## config.mk

```make
export PLATFORM = sky130hd
export DESIGN_NAME = skew_ser_cfg
export DESIGN_NICKNAME = d
export VERILOG_FILES = /design/src/rtl/skew_cfg_pkg.sv /design/src/rtl/skew_sync.sv /design/src/rtl/skew_ser_shift.sv /design/src/rtl/skew_reg_bank.sv /design/src/rtl/skew_ser_cfg.sv
export SDC_FILE = /design/constraint.sdc
export NUM_CORES = 1
export LEC_CHECK = 0
export ABC_AREA = 1
export BUFFER_PORTS_ARGS = -buffer_cell sky130_fd_sc_hd__buf_2
export CAP_MARGIN = 20
export CORE_ASPECT_RATIO = 0.6
export CORE_MARGIN = 2
export CORE_UTILIZATION = 51
export CTS_CLUSTER_SIZE = 12
export DETAILED_ROUTE_END_ITERATION = 16
export PLACE_DENSITY = 0.77
export REMOVE_ABC_BUFFERS = 1
export SETUP_SLACK_MARGIN = 0.3
export SLEW_MARGIN = 20
export SYNTH_ARGS = -nofsm -noshare
export SYNTH_HDL_FRONTEND = slang
export SYNTH_HIERARCHICAL = 1
export SYNTH_SLANG_ARGS = --single-unit
```

## constraint.sdc

```tcl
create_clock -name clk -period 1.6 [get_ports clk]
set_input_delay 0.32 -clock clk [delete_from_list [all_inputs] [get_ports clk]]
set_output_delay 0.32 -clock clk [all_outputs]
set_load 0.1 [all_outputs]
```

## src/rtl/skew_cfg_pkg.sv

```systemverilog
`timescale 1ns/1ps
package skew_cfg_pkg;
  localparam int unsigned DLY_W   = 5;
  localparam int unsigned ADDR_W  = 2;
  localparam int unsigned SLICE_W = 4;
  localparam int unsigned NUM_CH  = 3;
  localparam int unsigned WORD_W  = 1 + ADDR_W + DLY_W;
  localparam int unsigned SYNC_STAGES = 2;

  typedef enum logic [ADDR_W-1:0] {
    SEL_TEST = 2'b00,
    SEL_CH0  = 2'b01,
    SEL_CH1  = 2'b10,
    SEL_CH2  = 2'b11
  } reg_sel_e;
endpackage

```

## src/rtl/skew_sync.sv

```systemverilog
`timescale 1ns/1ps
module skew_sync #(
  parameter int unsigned W      = 1,
  parameter int unsigned STAGES = 2,
  parameter logic [W-1:0] RST_VAL = '0
) (
  input  logic         clk,
  input  logic         rst_n,
  input  logic [W-1:0] d,
  output logic [W-1:0] q
);
  logic [W-1:0] stg [STAGES];

  generate
    for (genvar i = 0; i < STAGES; i++) begin : g_stage
      if (i == 0) begin : g_first
        always_ff @(posedge clk or negedge rst_n) begin
          if (!rst_n) stg[0] <= RST_VAL;
          else        stg[0] <= d;
        end
      end else begin : g_next
        always_ff @(posedge clk or negedge rst_n) begin
          if (!rst_n) stg[i] <= RST_VAL;
          else        stg[i] <= stg[i-1];
        end
      end
    end
  endgenerate

  assign q = stg[STAGES-1];
endmodule

```

## src/rtl/skew_ser_shift.sv

```systemverilog
`timescale 1ns/1ps
module skew_ser_shift
  import skew_cfg_pkg::*;
#(
  parameter int unsigned W = WORD_W
) (
  input  logic         clk,
  input  logic         rst_n,
  input  logic         en_n_s,
  input  logic         sclk_s,
  input  logic         sdat_s,
  output logic         word_vld,
  output logic [W-1:0] word_q,
  output logic         cal_req
);
  localparam int unsigned CNT_W = $clog2(W);
  localparam logic [CNT_W-1:0] LAST_BIT = CNT_W'(W - 1);
  localparam int unsigned LEAD = W - 1;

  logic             en_d;
  logic             sclk_d;
  logic [CNT_W-1:0] bit_cnt;
  logic [W-2:0]     shreg;
  logic             pending;

  logic en_fall, en_rise, s_fall, good_word;
  assign en_fall   = en_d & ~en_n_s;
  assign en_rise   = ~en_d & en_n_s;
  assign s_fall    = sclk_d & ~sclk_s & ~en_n_s;
  assign good_word = word_vld & ~word_q[LEAD];

  always_ff @(posedge clk or negedge rst_n) begin
    if (!rst_n) begin
      en_d     <= 1'b1;
      sclk_d   <= 1'b0;
      bit_cnt  <= '0;
      shreg    <= '0;
      word_vld <= 1'b0;
      word_q   <= '0;
      pending  <= 1'b0;
      cal_req  <= 1'b0;
    end else begin
      en_d     <= en_n_s;
      sclk_d   <= sclk_s;
      word_vld <= 1'b0;
      cal_req  <= 1'b0;
      if (en_fall) begin
        bit_cnt <= '0;
        pending <= 1'b0;
      end else begin
        if (s_fall) begin
          shreg <= {shreg[W-3:0], sdat_s};
          if (bit_cnt == LAST_BIT) begin
            word_q   <= {shreg, sdat_s};
            word_vld <= 1'b1;
            bit_cnt  <= '0;
          end else begin
            bit_cnt <= bit_cnt + 1'b1;
          end
        end
        if (en_rise) begin
          cal_req <= pending | good_word;
          pending <= 1'b0;
        end else if (good_word) begin
          pending <= 1'b1;
        end
      end
    end
  end

  AST_WORD_ONE_CYCLE: assert property (@(posedge clk) disable iff (!rst_n)
    word_vld |=> !word_vld);
  AST_CAL_ONE_CYCLE: assert property (@(posedge clk) disable iff (!rst_n)
    cal_req |=> !cal_req);
  AST_CAL_WHEN_IDLE: assert property (@(posedge clk) disable iff (!rst_n)
    cal_req |-> en_d);
  AST_CNT_CLR_ON_START: assert property (@(posedge clk) disable iff (!rst_n)
    en_fall |=> (bit_cnt == '0));
  AST_IDLE_HOLD: assert property (@(posedge clk) disable iff (!rst_n)
    (en_n_s && en_d) |=> $stable(bit_cnt));
endmodule

```

## src/rtl/skew_reg_bank.sv

```systemverilog
`timescale 1ns/1ps
module skew_reg_bank
  import skew_cfg_pkg::*;
#(
  parameter int unsigned W  = WORD_W,
  parameter int unsigned DW = DLY_W,
  parameter int unsigned SW = SLICE_W,
  parameter int unsigned NC = NUM_CH
) (
  input  logic                  clk,
  input  logic                  rst_n,
  input  logic                  word_vld,
  input  logic [W-1:0]          word_q,
  output logic [NC-1:0][DW-1:0] dly_q,
  output logic [SW-1:0]         slice_q
);
  localparam int unsigned AW = W - 1 - DW;

  logic          lead;
  logic [AW-1:0] sel;
  logic [DW-1:0] code;
  logic          accept;

  assign lead   = word_q[W-1];
  assign sel    = word_q[W-2 -: AW];
  assign code   = word_q[DW-1:0];
  assign accept = word_vld & ~lead;

  generate
    for (genvar ch = 0; ch < NC; ch++) begin : g_ch
      always_ff @(posedge clk or negedge rst_n) begin
        if (!rst_n)                                   dly_q[ch] <= '0;
        else if (accept && (sel == AW'(ch + 1)))      dly_q[ch] <= code;
      end
    end
  endgenerate

  always_ff @(posedge clk or negedge rst_n) begin
    if (!rst_n)                                        slice_q <= '0;
    else if (accept && (sel == AW'(SEL_TEST)))         slice_q <= code[SW:1];
  end

  AST_HOLD_NO_WORD: assert property (@(posedge clk) disable iff (!rst_n)
    !word_vld |=> ($stable(dly_q) && $stable(slice_q)));
  AST_LEAD_ONE_IGNORED: assert property (@(posedge clk) disable iff (!rst_n)
    (word_vld && lead) |=> ($stable(dly_q) && $stable(slice_q)));
  AST_CH0_LOAD: assert property (@(posedge clk) disable iff (!rst_n)
    (accept && sel == AW'(SEL_CH0)) |=> (dly_q[0] == $past(code)));
endmodule

```

## src/rtl/skew_ser_cfg.sv

```systemverilog
`timescale 1ns/1ps
module skew_ser_cfg
  import skew_cfg_pkg::*;
#(
  parameter int unsigned DW = DLY_W,
  parameter int unsigned SW = SLICE_W
) (
  input  logic          clk,
  input  logic          rst_n,
  input  logic          ser_en_n,
  input  logic          ser_clk,
  input  logic          ser_dat,
  output logic [DW-1:0] ch0_dly,
  output logic [DW-1:0] ch1_dly,
  output logic [DW-1:0] ch2_dly,
  output logic [SW-1:0] slice_lvl,
  output logic          word_done,
  output logic          cal_req
);
  localparam int unsigned W = 1 + ADDR_W + DW;

  logic [2:0] pins_s;
  logic       word_vld;
  logic [W-1:0] word_q;
  logic [NUM_CH-1:0][DW-1:0] dly_q;

  skew_sync #(.W(3), .STAGES(SYNC_STAGES), .RST_VAL(3'b100)) u_sync (
    .clk   (clk),
    .rst_n (rst_n),
    .d     ({ser_en_n, ser_clk, ser_dat}),
    .q     (pins_s)
  );

  skew_ser_shift #(.W(W)) u_shift (
    .clk      (clk),
    .rst_n    (rst_n),
    .en_n_s   (pins_s[2]),
    .sclk_s   (pins_s[1]),
    .sdat_s   (pins_s[0]),
    .word_vld (word_vld),
    .word_q   (word_q),
    .cal_req  (cal_req)
  );

  skew_reg_bank #(.W(W), .DW(DW), .SW(SW), .NC(NUM_CH)) u_bank (
    .clk      (clk),
    .rst_n    (rst_n),
    .word_vld (word_vld),
    .word_q   (word_q),
    .dly_q    (dly_q),
    .slice_q  (slice_lvl)
  );

  assign ch0_dly   = dly_q[0];
  assign ch1_dly   = dly_q[1];
  assign ch2_dly   = dly_q[2];
  assign word_done = word_vld;
endmodule

```

==> metrics <==
highest routed layer met4; Clock Sinks 48; top cells by area, synth dfrtp_1, nand2_1, nand3_1, dfstp_2, ha_1; GRT overflow 0; Detail Route Antenna Nets 0; final hold viol count 0; YS warnings 6; # rows 17; routed length per instance 13.1 um; slowest stage cell on the critical path dfstp_2; Sw Pwr 0.000507 W; Max FO, Critical Path 7; fin cells 287; Critical Path Start Type flop; Ports 26; max-cap violations 0; Post-Route Skew 4.43 ps; Lkg Pwr 1.34 nW; fin nets ~250; met1 WL 1920 um; RSZ-0062 raised after global routing true; Yosys cell types 20; worst path required time about 1800 ps; Placed Instances 272; final setup vio count 0; Synth Flop Type dfrtp_1; syn_area_per_cell 9.86 um^2; Clk pwr share 0.316; status finished clean; Synth top area share 0.565; synthesized instance count 202; sequential power share 0.616; crit path capture type flop; vias in the first global route 1280; Clk pin slew, worst setup/hold paths roughly 80 ps; Pwr Density 867 nW/um^2; Yosys reg bits 48; vias per cell between 5 and 6; layout cells sized above 1 0.300; WL met2 between 1500 and 2000 um; Area growth syn-to-layout 24.2%; Max H-tree Level 2; area leader, netlist dfrtp_1; antenna violations before repair 0; R2R Setup Slk 330 ps; Tcrit/Tclk final 0.793; Peak supply drop 560 uV; Vias 1444; max-slew violations 0; Core Box Area 3700 um^2; global-route wire length before repair between 6000 and 7000 um; reg2reg end u_shift/shreg[4]; CTS buffer count 5; DR DRC count 0; largest net degree at the start of global routing 24; gr usage total 0.187; DR iter-0 viols ~120; Setup crit end u_shift/shreg[4]; die width 84.7 um; most frequent cells after synthesis nand2_1, dfrtp_1, nand3_1, inv_1, nand4_1; cell-internal power around 0.0016 W; gp weighted congestion 0.788; critical path class reg2reg; CTS root buf clkbuf_8; WL final between 3000 and 4000 um; area of the mapped netlist around 2000 um^2; Layout fillers 304; CP max stage delay roughly 540 ps; part of the Yosys area used for sequential elements 0.605; Critical Path Start u_sync/q[2]; estimated wirelength of the detail-placed design 2590 um; die footprint 4440 um^2; Worst EP arrival 1460 ps; CTS Buffer Depth 2; total power between 0.002 and 0.0025 W; Clk Latency, worst-skew pair around 300 ps; switching share of power 0.236; CTS tree yes; async set or reset register ratio after synthesis 1.00; worst slew pin tran around 380 ps; FF-to-FF Start u_sync/q[2]; Pre-antenna DRT Iters 4; relative slew slack 0.749; Comb power frac 0.068; Cell Chain, Critical Path inv_2 > ha_4 > inv_4 > buf_6 > nand2_8 > nand2_2 > nand2_1; f_max 0.788 GHz; chip height 52.4 um; min Tclk post-route ~1300 ps; DR WL met3 226 um; FF-to-FF path depth 7; Hold WC Path Type in2reg; Antenna diodes 0; EDFF count, synth 0; initial core utilization 0.538; count leader, synth nand2_1; Port-buffer cells 25
==> metrics by stage <==
stage               area (um^2)  setup WS, ps  utilization  setup TNS (ps)  hold slack (ps)
CTS                        2380           300        0.643               0              114
global placement           2170           211        0.586               0              263
detailed placement         2170           163        0.586               0              257
global route               2470           278        0.669               0              102
finish                     2470           331        0.669               0              125
floorplan                  1930          -239            -           -4170             24.4
==> layout by cell type, fill, tap and decap left out, types with 2 or more instances in the layout <==
cell type | synthesis | layout
nand2_2 | 2 | 8
ha_2 | 0 | 2
clkbuf_1 | 0 | 3
nor2_4 | 3 | 3
nand4_1 | 8 | 8
nand3_1 | 19 | 19
inv_1 | 8 | 6
inv_2 | 3 | 4
nor2_1 | 5 | 4
nor2_2 | 1 | 3
buf_2 | 1 | 5
buf_4 | 4 | 11
nand2_1 | 86 | 80
buf_6 | 2 | 18
nand2_4 | 4 | 3
dfrtp_1 | 45 | 45
dfstp_2 | 3 | 3
clkbuf_8 | 0 | 5
==> critical path: cells and delay by family (launching register included) <==
| family | cells | cell delay, ps |
|---|---|---|
| buffers and inverters | 3 | 250 |
| flip-flops | 1 | 540 |
| adder cells (fa/ha/maj) | 1 | 170 |
| AND/OR/NAND/NOR | 3 | 190 |
==> timing repair <==
item	4_1_cts	5_1_grt
endpoints found under the setup margin	40	33
gates resized for setup	28	27
endpoints found under the hold margin	11	0
pin swaps	1	13
gates cloned	1	1
hold buffers	1	0
buffers inserted	4	0
==> power groups by stage <==
stage	sequential (W)	clock [W]	combinational, W
after floorplan	0.00132	0	0.0000612
after global placement	0.00133	0	0.000113
after detailed placement	0.00134	0	0.000118
after CTS	0.00131	0.000698	0.000137
after global routing	0.00133	0.000759	0.000167
final	0.00132	0.000679	0.000146
==> state kept, by name, summed over array words and instances, names as in the netlist <==
signal,count
u_bank/slice_q,4
u_shift/shreg,7
u_bank/dly_q,15
u_shift/sclk_d,1
u_shift/en_d,1
u_sync/stg,3
u_shift/bit_cnt,3
u_sync/q,3
u_shift/pending,1
u_shift/word_vld,1
u_shift/word_q,8
u_shift/cal_req,1
==> worst min path at each step <==
stage | end | from | cells past startpoint
CTS | u_sync/stg[3] | ser_dat | 1
global route | u_sync/stg[3] | ser_dat | 1
floorplan | u_bank/dly_q[0] | rst_n | 0
finish | u_sync/stg[3] | ser_dat | 1
detailed placement | u_sync/q[1] | rst_n | 1
global placement | u_sync/q[1] | rst_n | 1
==> cell families after synthesis <==
kind of cell | after synthesis | synth area share
AOI/OAI and AO/OA | 1 | 0.00251
adders and majority gates | 4 | 0.0251
buffers and inverters | 18 | 0.0496
DFF | 48 | 0.605
and+or+nand+nor | 131 | 0.318
==> layout make-up <==
cell class	count	area, um^2	area share
clock buffers	8	80.1	0.0324
repair buffers	36	340	0.138
flip-flops and latches	48	1200	0.487
well taps	47	58.8	0.0238
multi-input cells	137	747	0.302
inverters	11	43.8	0.0177
==> per-layer routing <==
metal | vias up | GRT usage
li1 | 717 | -
met1 | 680 | 0.294
met2 | 41 | 0.240
met3 | 6 | 0.0535
met4 | 0 | 0.0688
met5 | - | 0
Note: power is estimated with default switching activity, not from simulation.
